<file path="config.mk">
export PLATFORM = sky130hd
export DESIGN_NAME = ecc_event_hub
export DESIGN_NICKNAME = d
export VERILOG_FILES = /design/src/rtl/ecc_hub_pkg.sv /design/src/rtl/ecc_unit_slot.sv /design/src/rtl/ecc_irq_merge.sv /design/src/rtl/ecc_reg_port.sv /design/src/rtl/ecc_event_hub.sv
export SDC_FILE = /design/constraint.sdc
export NUM_CORES = 1
export LEC_CHECK = 0
export CAP_MARGIN = 10
export CORE_MARGIN = 2
export CORE_UTILIZATION = 45
export DETAILED_ROUTE_END_ITERATION = 12
export GPL_TIMING_DRIVEN = 1
export PLACE_DENSITY = 0.82
export SYNTH_ARGS = -nofsm -noshare
export SYNTH_HDL_FRONTEND = slang
export SYNTH_HIERARCHICAL = 1
export SYNTH_SLANG_ARGS = --single-unit
</file>
<file path="constraint.sdc">
create_clock -name clk -period 4.45 [get_ports clk]
set_clock_uncertainty 0.05 [all_clocks]
set_input_delay 0.89 -clock clk [delete_from_list [all_inputs] [get_ports clk]]
set_output_delay 0.89 -clock clk [all_outputs]
set_load 0.02 [all_outputs]
</file>
<file path="src/rtl/ecc_hub_pkg.sv">
package ecc_hub_pkg;

  localparam logic [15:0] UNIT_BASE    = 16'h0020;
  localparam int unsigned UNIT_SPAN_LG = 4;

  typedef enum logic [1:0] {
    WD_CTRL  = 2'd0,
    WD_STAT  = 2'd1,
    WD_FADDR = 2'd2,
    WD_FDATA = 2'd3
  } unit_word_e;

  typedef struct packed {
    logic ded_ie;
    logic sec_ie;
    logic en;
  } unit_ctrl_t;

  // Index of the unit window an address falls in (only meaningful above UNIT_BASE)
  function automatic logic [15:0] unit_index(input logic [15:0] a);
    return (a - UNIT_BASE) >> UNIT_SPAN_LG;
  endfunction

  function automatic unit_word_e word_sel(input logic [15:0] a);
    return unit_word_e'(a[3:2]);
  endfunction

  // Flags left after a write-one-to-clear
  function automatic logic [1:0] after_clear(input logic [1:0] flags, input logic [1:0] clr);
    return flags & ~clr;
  endfunction

  // Interrupt contribution of one unit
  function automatic logic [1:0] unit_pending(input logic [1:0] flags, input unit_ctrl_t c);
    return flags & {c.ded_ie, c.sec_ie};
  endfunction

endpackage

</file>
<file path="src/rtl/ecc_unit_slot.sv">
module ecc_unit_slot
  import ecc_hub_pkg::*;
#(
  parameter int unsigned AW = 32,
  parameter int unsigned DW = 32
) (
  input  logic          clk,
  input  logic          rst_n,
  input  logic          ctrl_we,
  input  unit_ctrl_t    ctrl_wr,
  input  logic          clr_sec,
  input  logic          clr_ded,
  input  logic          ev_sec,
  input  logic          ev_ded,
  input  logic [AW-1:0] ev_addr,
  input  logic [DW-1:0] ev_data,
  output unit_ctrl_t    ctrl_q,
  output logic [1:0]    flags_q,
  output logic [AW-1:0] cap_addr_q,
  output logic [DW-1:0] cap_data_q,
  output logic [1:0]    pend,
  output logic          cap_fire
);

  logic       sec_hit;
  logic       ded_hit;
  logic [1:0] flags_kept;
  logic [1:0] flags_d;

  assign sec_hit    = ev_sec & ctrl_q.en;
  assign ded_hit    = ev_ded & ctrl_q.en;
  assign flags_kept = after_clear(flags_q, {clr_ded, clr_sec});
  assign flags_d    = flags_kept | {ded_hit, sec_hit};
  assign cap_fire   = (sec_hit | ded_hit) & (flags_kept == 2'b00);
  assign pend       = unit_pending(flags_q, ctrl_q);

  always_ff @(posedge clk or negedge rst_n) begin
    if (!rst_n) begin
      ctrl_q <= '0;
    end else if (ctrl_we) begin
      ctrl_q <= ctrl_wr;
    end
  end

  always_ff @(posedge clk or negedge rst_n) begin
    if (!rst_n) begin
      flags_q <= 2'b00;
    end else begin
      flags_q <= flags_d;
    end
  end

  always_ff @(posedge clk or negedge rst_n) begin
    if (!rst_n) begin
      cap_addr_q <= '0;
      cap_data_q <= '0;
    end else if (cap_fire) begin
      cap_addr_q <= ev_addr;
      cap_data_q <= ev_data;
    end
  end

endmodule

</file>
<file path="src/rtl/ecc_irq_merge.sv">
module ecc_irq_merge #(
  parameter int unsigned N_UNITS = 4
) (
  input  logic                 clk,
  input  logic                 rst_n,
  input  logic                 gie,
  input  logic [2*N_UNITS-1:0] pend,
  output logic                 irq_q
);

  function automatic logic any_set(input logic [2*N_UNITS-1:0] v);
    logic r;
    r = 1'b0;
    for (int i = 0; i < 2 * N_UNITS; i++) begin
      r = r | v[i];
    end
    return r;
  endfunction

  logic irq_d;
  assign irq_d = gie & any_set(pend);

  always_ff @(posedge clk or negedge rst_n) begin
    if (!rst_n) begin
      irq_q <= 1'b0;
    end else begin
      irq_q <= irq_d;
    end
  end

endmodule

</file>
<file path="src/rtl/ecc_reg_port.sv">
module ecc_reg_port
  import ecc_hub_pkg::*;
#(
  parameter int unsigned N_UNITS = 4,
  parameter int unsigned REG_AW  = 12,
  parameter int unsigned AW      = 32,
  parameter int unsigned DW      = 32
) (
  input  logic                  clk,
  input  logic                  rst_n,
  input  logic                  reg_valid,
  input  logic                  reg_write,
  input  logic [REG_AW-1:0]     reg_addr,
  input  logic [31:0]           reg_wdata,
  input  logic [3:0]            reg_wstrb,
  input  logic [3*N_UNITS-1:0]  ctrl_flat,
  input  logic [2*N_UNITS-1:0]  flag_flat,
  input  logic [N_UNITS*AW-1:0] cap_addr_flat,
  input  logic [N_UNITS*DW-1:0] cap_data_flat,
  output logic                  gie_q,
  output unit_ctrl_t            ctrl_wr,
  output logic [N_UNITS-1:0]    ctrl_we,
  output logic [N_UNITS-1:0]    clr_sec,
  output logic [N_UNITS-1:0]    clr_ded,
  output logic [31:0]           reg_rdata,
  output logic                  reg_rvalid
);

  logic [15:0] a16;
  logic        wr_go;
  logic        rd_go;
  logic        gie_we;
  logic        in_units;
  logic [15:0] idx;
  unit_word_e  word;
  logic [31:0] rd_val;
  logic        unused_bits;

  assign a16         = 16'(reg_addr);
  assign wr_go       = reg_valid & reg_write & reg_wstrb[0];
  assign rd_go       = reg_valid & ~reg_write;
  assign in_units    = (a16 >= UNIT_BASE) && (unit_index(a16) < 16'(N_UNITS));
  assign idx         = unit_index(a16);
  assign word        = word_sel(a16);
  assign gie_we      = wr_go && (a16[15:2] == 14'd0);
  assign ctrl_wr     = unit_ctrl_t'(reg_wdata[2:0]);
  assign unused_bits = ^{reg_wdata[31:3], reg_wstrb[3:1], a16[1:0]};

  for (genvar u = 0; u < N_UNITS; u++) begin : g_dec
    logic hit;
    assign hit        = wr_go && in_units && (idx == 16'(u));
    assign ctrl_we[u] = hit && (word == WD_CTRL);
    assign clr_sec[u] = hit && (word == WD_STAT) && reg_wdata[0];
    assign clr_ded[u] = hit && (word == WD_STAT) && reg_wdata[1];
  end

  always_ff @(posedge clk or negedge rst_n) begin
    if (!rst_n) begin
      gie_q <= 1'b0;
    end else if (gie_we) begin
      gie_q <= reg_wdata[0];
    end
  end

  always_comb begin
    rd_val = '0;
    if (a16[15:2] == 14'd0) begin
      rd_val[0] = gie_q;
    end else if (in_units) begin
      for (int u = 0; u < N_UNITS; u++) begin
        if (idx == 16'(u)) begin
          case (word)
            WD_CTRL:  rd_val = 32'(ctrl_flat[3*u +: 3]);
            WD_STAT:  rd_val = 32'(flag_flat[2*u +: 2]);
            WD_FADDR: rd_val = 32'(cap_addr_flat[u*AW +: AW]);
            default:  rd_val = 32'(cap_data_flat[u*DW +: DW]);
          endcase
        end
      end
    end
  end

  always_ff @(posedge clk or negedge rst_n) begin
    if (!rst_n) begin
      reg_rdata  <= '0;
      reg_rvalid <= 1'b0;
    end else begin
      reg_rvalid <= rd_go;
      if (rd_go) begin
        reg_rdata <= rd_val;
      end
    end
  end

endmodule

</file>
<file path="src/rtl/ecc_event_hub.sv">
module ecc_event_hub
  import ecc_hub_pkg::*;
#(
  parameter int unsigned N_UNITS = 4,
  parameter int unsigned REG_AW  = 12,
  parameter int unsigned AW      = 32,
  parameter int unsigned DW      = 32
) (
  input  logic                  clk,
  input  logic                  rst_n,
  input  logic                  reg_valid,
  output logic                  reg_ready,
  input  logic                  reg_write,
  input  logic [REG_AW-1:0]     reg_addr,
  input  logic [31:0]           reg_wdata,
  input  logic [3:0]            reg_wstrb,
  output logic [31:0]           reg_rdata,
  output logic                  reg_rvalid,
  input  logic [N_UNITS-1:0]    ev_sec,
  input  logic [N_UNITS-1:0]    ev_ded,
  input  logic [N_UNITS*AW-1:0] ev_addr,
  input  logic [N_UNITS*DW-1:0] ev_data,
  output logic                  irq
);

  localparam int unsigned FLAG_W = 2 * N_UNITS;
  localparam int unsigned CTRL_W = 3 * N_UNITS;

  logic                  gie_q;
  unit_ctrl_t            ctrl_wr;
  logic [N_UNITS-1:0]    ctrl_we;
  logic [N_UNITS-1:0]    clr_sec;
  logic [N_UNITS-1:0]    clr_ded;
  logic [CTRL_W-1:0]     ctrl_flat;
  logic [FLAG_W-1:0]     flag_flat;
  logic [FLAG_W-1:0]     clr_flat;
  logic [FLAG_W-1:0]     pend_flat;
  logic [N_UNITS-1:0]    cap_fire_vec;
  logic [N_UNITS*AW-1:0] cap_addr_flat;
  logic [N_UNITS*DW-1:0] cap_data_flat;

  assign reg_ready = 1'b1;

  ecc_reg_port #(
    .N_UNITS(N_UNITS), .REG_AW(REG_AW), .AW(AW), .DW(DW)
  ) u_port (
    .clk           (clk),
    .rst_n         (rst_n),
    .reg_valid     (reg_valid),
    .reg_write     (reg_write),
    .reg_addr      (reg_addr),
    .reg_wdata     (reg_wdata),
    .reg_wstrb     (reg_wstrb),
    .ctrl_flat     (ctrl_flat),
    .flag_flat     (flag_flat),
    .cap_addr_flat (cap_addr_flat),
    .cap_data_flat (cap_data_flat),
    .gie_q         (gie_q),
    .ctrl_wr       (ctrl_wr),
    .ctrl_we       (ctrl_we),
    .clr_sec       (clr_sec),
    .clr_ded       (clr_ded),
    .reg_rdata     (reg_rdata),
    .reg_rvalid    (reg_rvalid)
  );

  for (genvar u = 0; u < N_UNITS; u++) begin : g_unit
    unit_ctrl_t c_q;
    logic [1:0] f_q;
    logic [1:0] p;

    ecc_unit_slot #(.AW(AW), .DW(DW)) u_slot (
      .clk        (clk),
      .rst_n      (rst_n),
      .ctrl_we    (ctrl_we[u]),
      .ctrl_wr    (ctrl_wr),
      .clr_sec    (clr_sec[u]),
      .clr_ded    (clr_ded[u]),
      .ev_sec     (ev_sec[u]),
      .ev_ded     (ev_ded[u]),
      .ev_addr    (ev_addr[u*AW +: AW]),
      .ev_data    (ev_data[u*DW +: DW]),
      .ctrl_q     (c_q),
      .flags_q    (f_q),
      .cap_addr_q (cap_addr_flat[u*AW +: AW]),
      .cap_data_q (cap_data_flat[u*DW +: DW]),
      .pend       (p),
      .cap_fire   (cap_fire_vec[u])
    );

    assign ctrl_flat[3*u +: 3] = c_q;
    assign flag_flat[2*u +: 2] = f_q;
    assign pend_flat[2*u +: 2] = p;
    assign clr_flat[2*u +: 2]  = {clr_ded[u], clr_sec[u]};
  end

  ecc_irq_merge #(.N_UNITS(N_UNITS)) u_irq (
    .clk   (clk),
    .rst_n (rst_n),
    .gie   (gie_q),
    .pend  (pend_flat),
    .irq_q (irq)
  );

endmodule

</file>
==> summary.md <==
| Metric | Value |
|---|---|
| Status | completed |
| Initial antenna violation count | 11 |
| Startpoint Class | input port |
| Congestion Overflow GR | 0 |
| Latest clock arrival within the worst-skew pair | 0.52 ns |
| Tcrit/Tclk final | 82.2% |
| Resized Gates After CTS | 0 |
| RSZ-0062 raised after global routing | false |
| Nets@finish | 1670 |
| CTS clock-pin slew for the worst setup and hold paths | 0.06 ns |
| Layout area overhead | 30.0% |
| Chip width | 190 um |
| Gate count after technology mapping | 1044 |
| CTS tree | yes |
| Crit path time final | 3.66 ns |
| Cell taking the most area after synthesis | dfrtp_1 |
| Crit path kind | in -> reg |
| Vias | 9911 |
| Cell Area, Placed | 18900 um2 |
| Final WL | a little over 40000 um |
| Area of the core | 34300 um2 |
| Synthesized net count | 1361 |
| Synth area leaders | dfrtp_1 50%, mux2_4 19%, mux2_2 7.2% |
| # H-tree levels | 2 |
| Max Freq | 273 MHz |
| Post-Layout Inst Area | 20200 um2 |
| Max-Cap Viols | 0 |
| Routed Antenna Nets | 0 |
| Static leakage | 9.31 nW |
| CTS Buffer Depth | 3 |
| Synth async-reset ratio | between 90% and 100% |
| Total die area | about 36000 um2 |
| Post-CTS Hold Buffers | 0 |
| Cell Area, Synth | around 16000 um2 |
| Wire length per cell | around 23 um |
| Commonest non-fill, non-tap cells in the layout | 312 x clkdlybuf4s50_1, 311 x dfrtp_1, 196 x mux2_4 |
| Req. time, crit path | 4.80 ns |
| FP Rows | 68 |
| Clock Root Buffer | clkbuf_16 |
| Post-layout util | 59.0% |
| RePlAce Congestion | 0.843 |
| Tightest Pin Transition | 0.937 ns |
| VDD IR max | around 0.24 mV |
| Setup TNS Final | 0 ns |
| First-pass GRT wire length | 63600 um |
| Max transition margin | 37.6% |
| Crit end category | flop |
| Share of the synthesized area in the top cell type | approximately half |
| Cell variety after synth | 56 |
| Die Span Y | 190 um |
| Largest net degree at the start of global routing | 117 |
| Slew Viols, Final | 0 |
| Clk sinks | 311 |
| Hold Vio Cnt, Final | 0 |
| Share of layout cells above drive strength 1 | 32.9% |
| Worst Hold Class | in -> async |
| Crit Path Max Fanout | 12 |
| EDFF count, synth | 0 |
| Post CTS Setup Buffer Count | 0 |
| Initial Util | 45.4% |
| Avg Inst Size Synth | 14.9 um2 |
| Final setup viols | 0 |
| Yosys warns | 6 |
| Port Buffers | 315 |
| Ports | 351 |
| Vias in the first global route | 10.7k |
| Ys flop type | dfrtp_1 |
| Power Dens Cells | roughly 330 nW/um2 |
| Seq cells post-synth | 311 |
| Detailed-router iteration count before antenna repair | 5 |
| Starting DRC count in detailed routing | 500 |
| DRC | 0 |
| CP arrival | 4.01 ns |
| Commonest non-fill, non-tap cell in the layout | clkdlybuf4s50_1 |
| Total track usage | 23.0% |
| Dpl hpwl | around 29000 um |
| Total CTS buffers | 36 |
| Post-synthesis sequential area ratio | around 50% |
| Via/cell ratio | 5.37 |
## kinds of logic after synthesis
group | share of synthesized area, %
xor+xnor | 0.0563
mux | 33.6
flops | 50.0
buf+inv | 5.16
fa+ha+maj | 0.0804
compound gates | 7.53
simple gates | 3.60
other cells | 0.0241
## cell type report
cell class,count,area [um2]
Multi-Input combinational cell,647,6980
Timing Repair Buffer,343,3480
Fill cell,2622,14000
Clock buffer,44,1000
Sequential cell,311,7780
Antenna cell,11,27.5
Inverter,14,52.6
Clock inverter,22,348
Tap cell,455,569
## critical path, stage by stage
cell and delay, ns:
clkdlybuf4s50_1 0.54, inv_1 0.07, ha_1 0.27, nor4b_1 0.31
and4_1 0.28, and4b_1 0.23, nand2_1 0.16, nor2_1 0.20
o221a_4 0.39, buf_4 0.29, mux2_2 0.36
## path summary, 6_finish.rpt
check	from	to	slack, ns	cells after the start
max	reg_addr[6]	g_unit[0].u_slot/cap_addr_q[3]	0.79	11
min	rst_n	g_unit[3].u_slot/cap_data_q[6]	0.36	1
max reg2reg	g_unit[0].u_slot/ctrl_q[0]	g_unit[0].u_slot/cap_addr_q[3]	2.72	4
min reg2reg	u_port/reg_rdata[11]	u_port/reg_rdata[11]	0.43	2
max in group asynchronous	rst_n	g_unit[3].u_slot/cap_addr_q[19]	2.83	2
min in group clk	u_port/reg_rdata[11]	u_port/reg_rdata[11]	0.43	2
## synth_stat cells, drive strengths merged, types with 2 or more instances
library cell	n
a2bb2oi	23
o31a	2
buf	57
nor3	4
a21oi	24
mux4	17
a22oi	4
nand2	20
a221oi	2
o21a	4
clkbuf	15
and3	2
o31ai	27
nor2	61
mux2	296
and2	8
a211oi	2
nor2b	3
nor4	3
dfrtp	311
nand2b	4
inv	13
mux2i	77
o221a	4
nand3	5
o21ai	38
## sequential cells by signal, summed over array words and instances, names as in the netlist
name                      count
g_unit.u_slot/cap_addr_q    128
g_unit.u_slot/ctrl_q         12
g_unit.u_slot/cap_data_q    128
u_irq/irq_q                   1
u_port/reg_rvalid             1
g_unit.u_slot/flags_q         8
u_port/reg_rdata             32
u_port/gie_q                  1
## report_power, final
group	switching (mW)	internal (mW)
clock network	1.21	2.13
logic	0.219	0.278
registers	0.00279	2.83
total	1.43	5.24
## routing by layer
layer	up-vias	part of all wire, %	global-route usage (%)
li1	4426	-	-
met1	5070	45	32.1
met2	324	45	35.1
met3	89	6.1	4.19
met4	2	4.4	10.6
met5	-	0.031	0
## metrics by stage
stage / instances / setup WS (ns) / hold slack (ns) / power, mW
after floorplan: 1044 / 0.811 / 0.423 / 3.00
after global placement: 1770 / 0.360 / 0.419 / 3.38
after detailed placement: 1770 / 0.273 / 0.421 / 3.38
after CTS: 1836 / 0.814 / 0.433 / 6.76
after global routing: 1845 / 0.606 / 0.439 / 6.90
final: 1847 / 0.791 / 0.364 / 6.67
(Power assumes the default switching activity.)
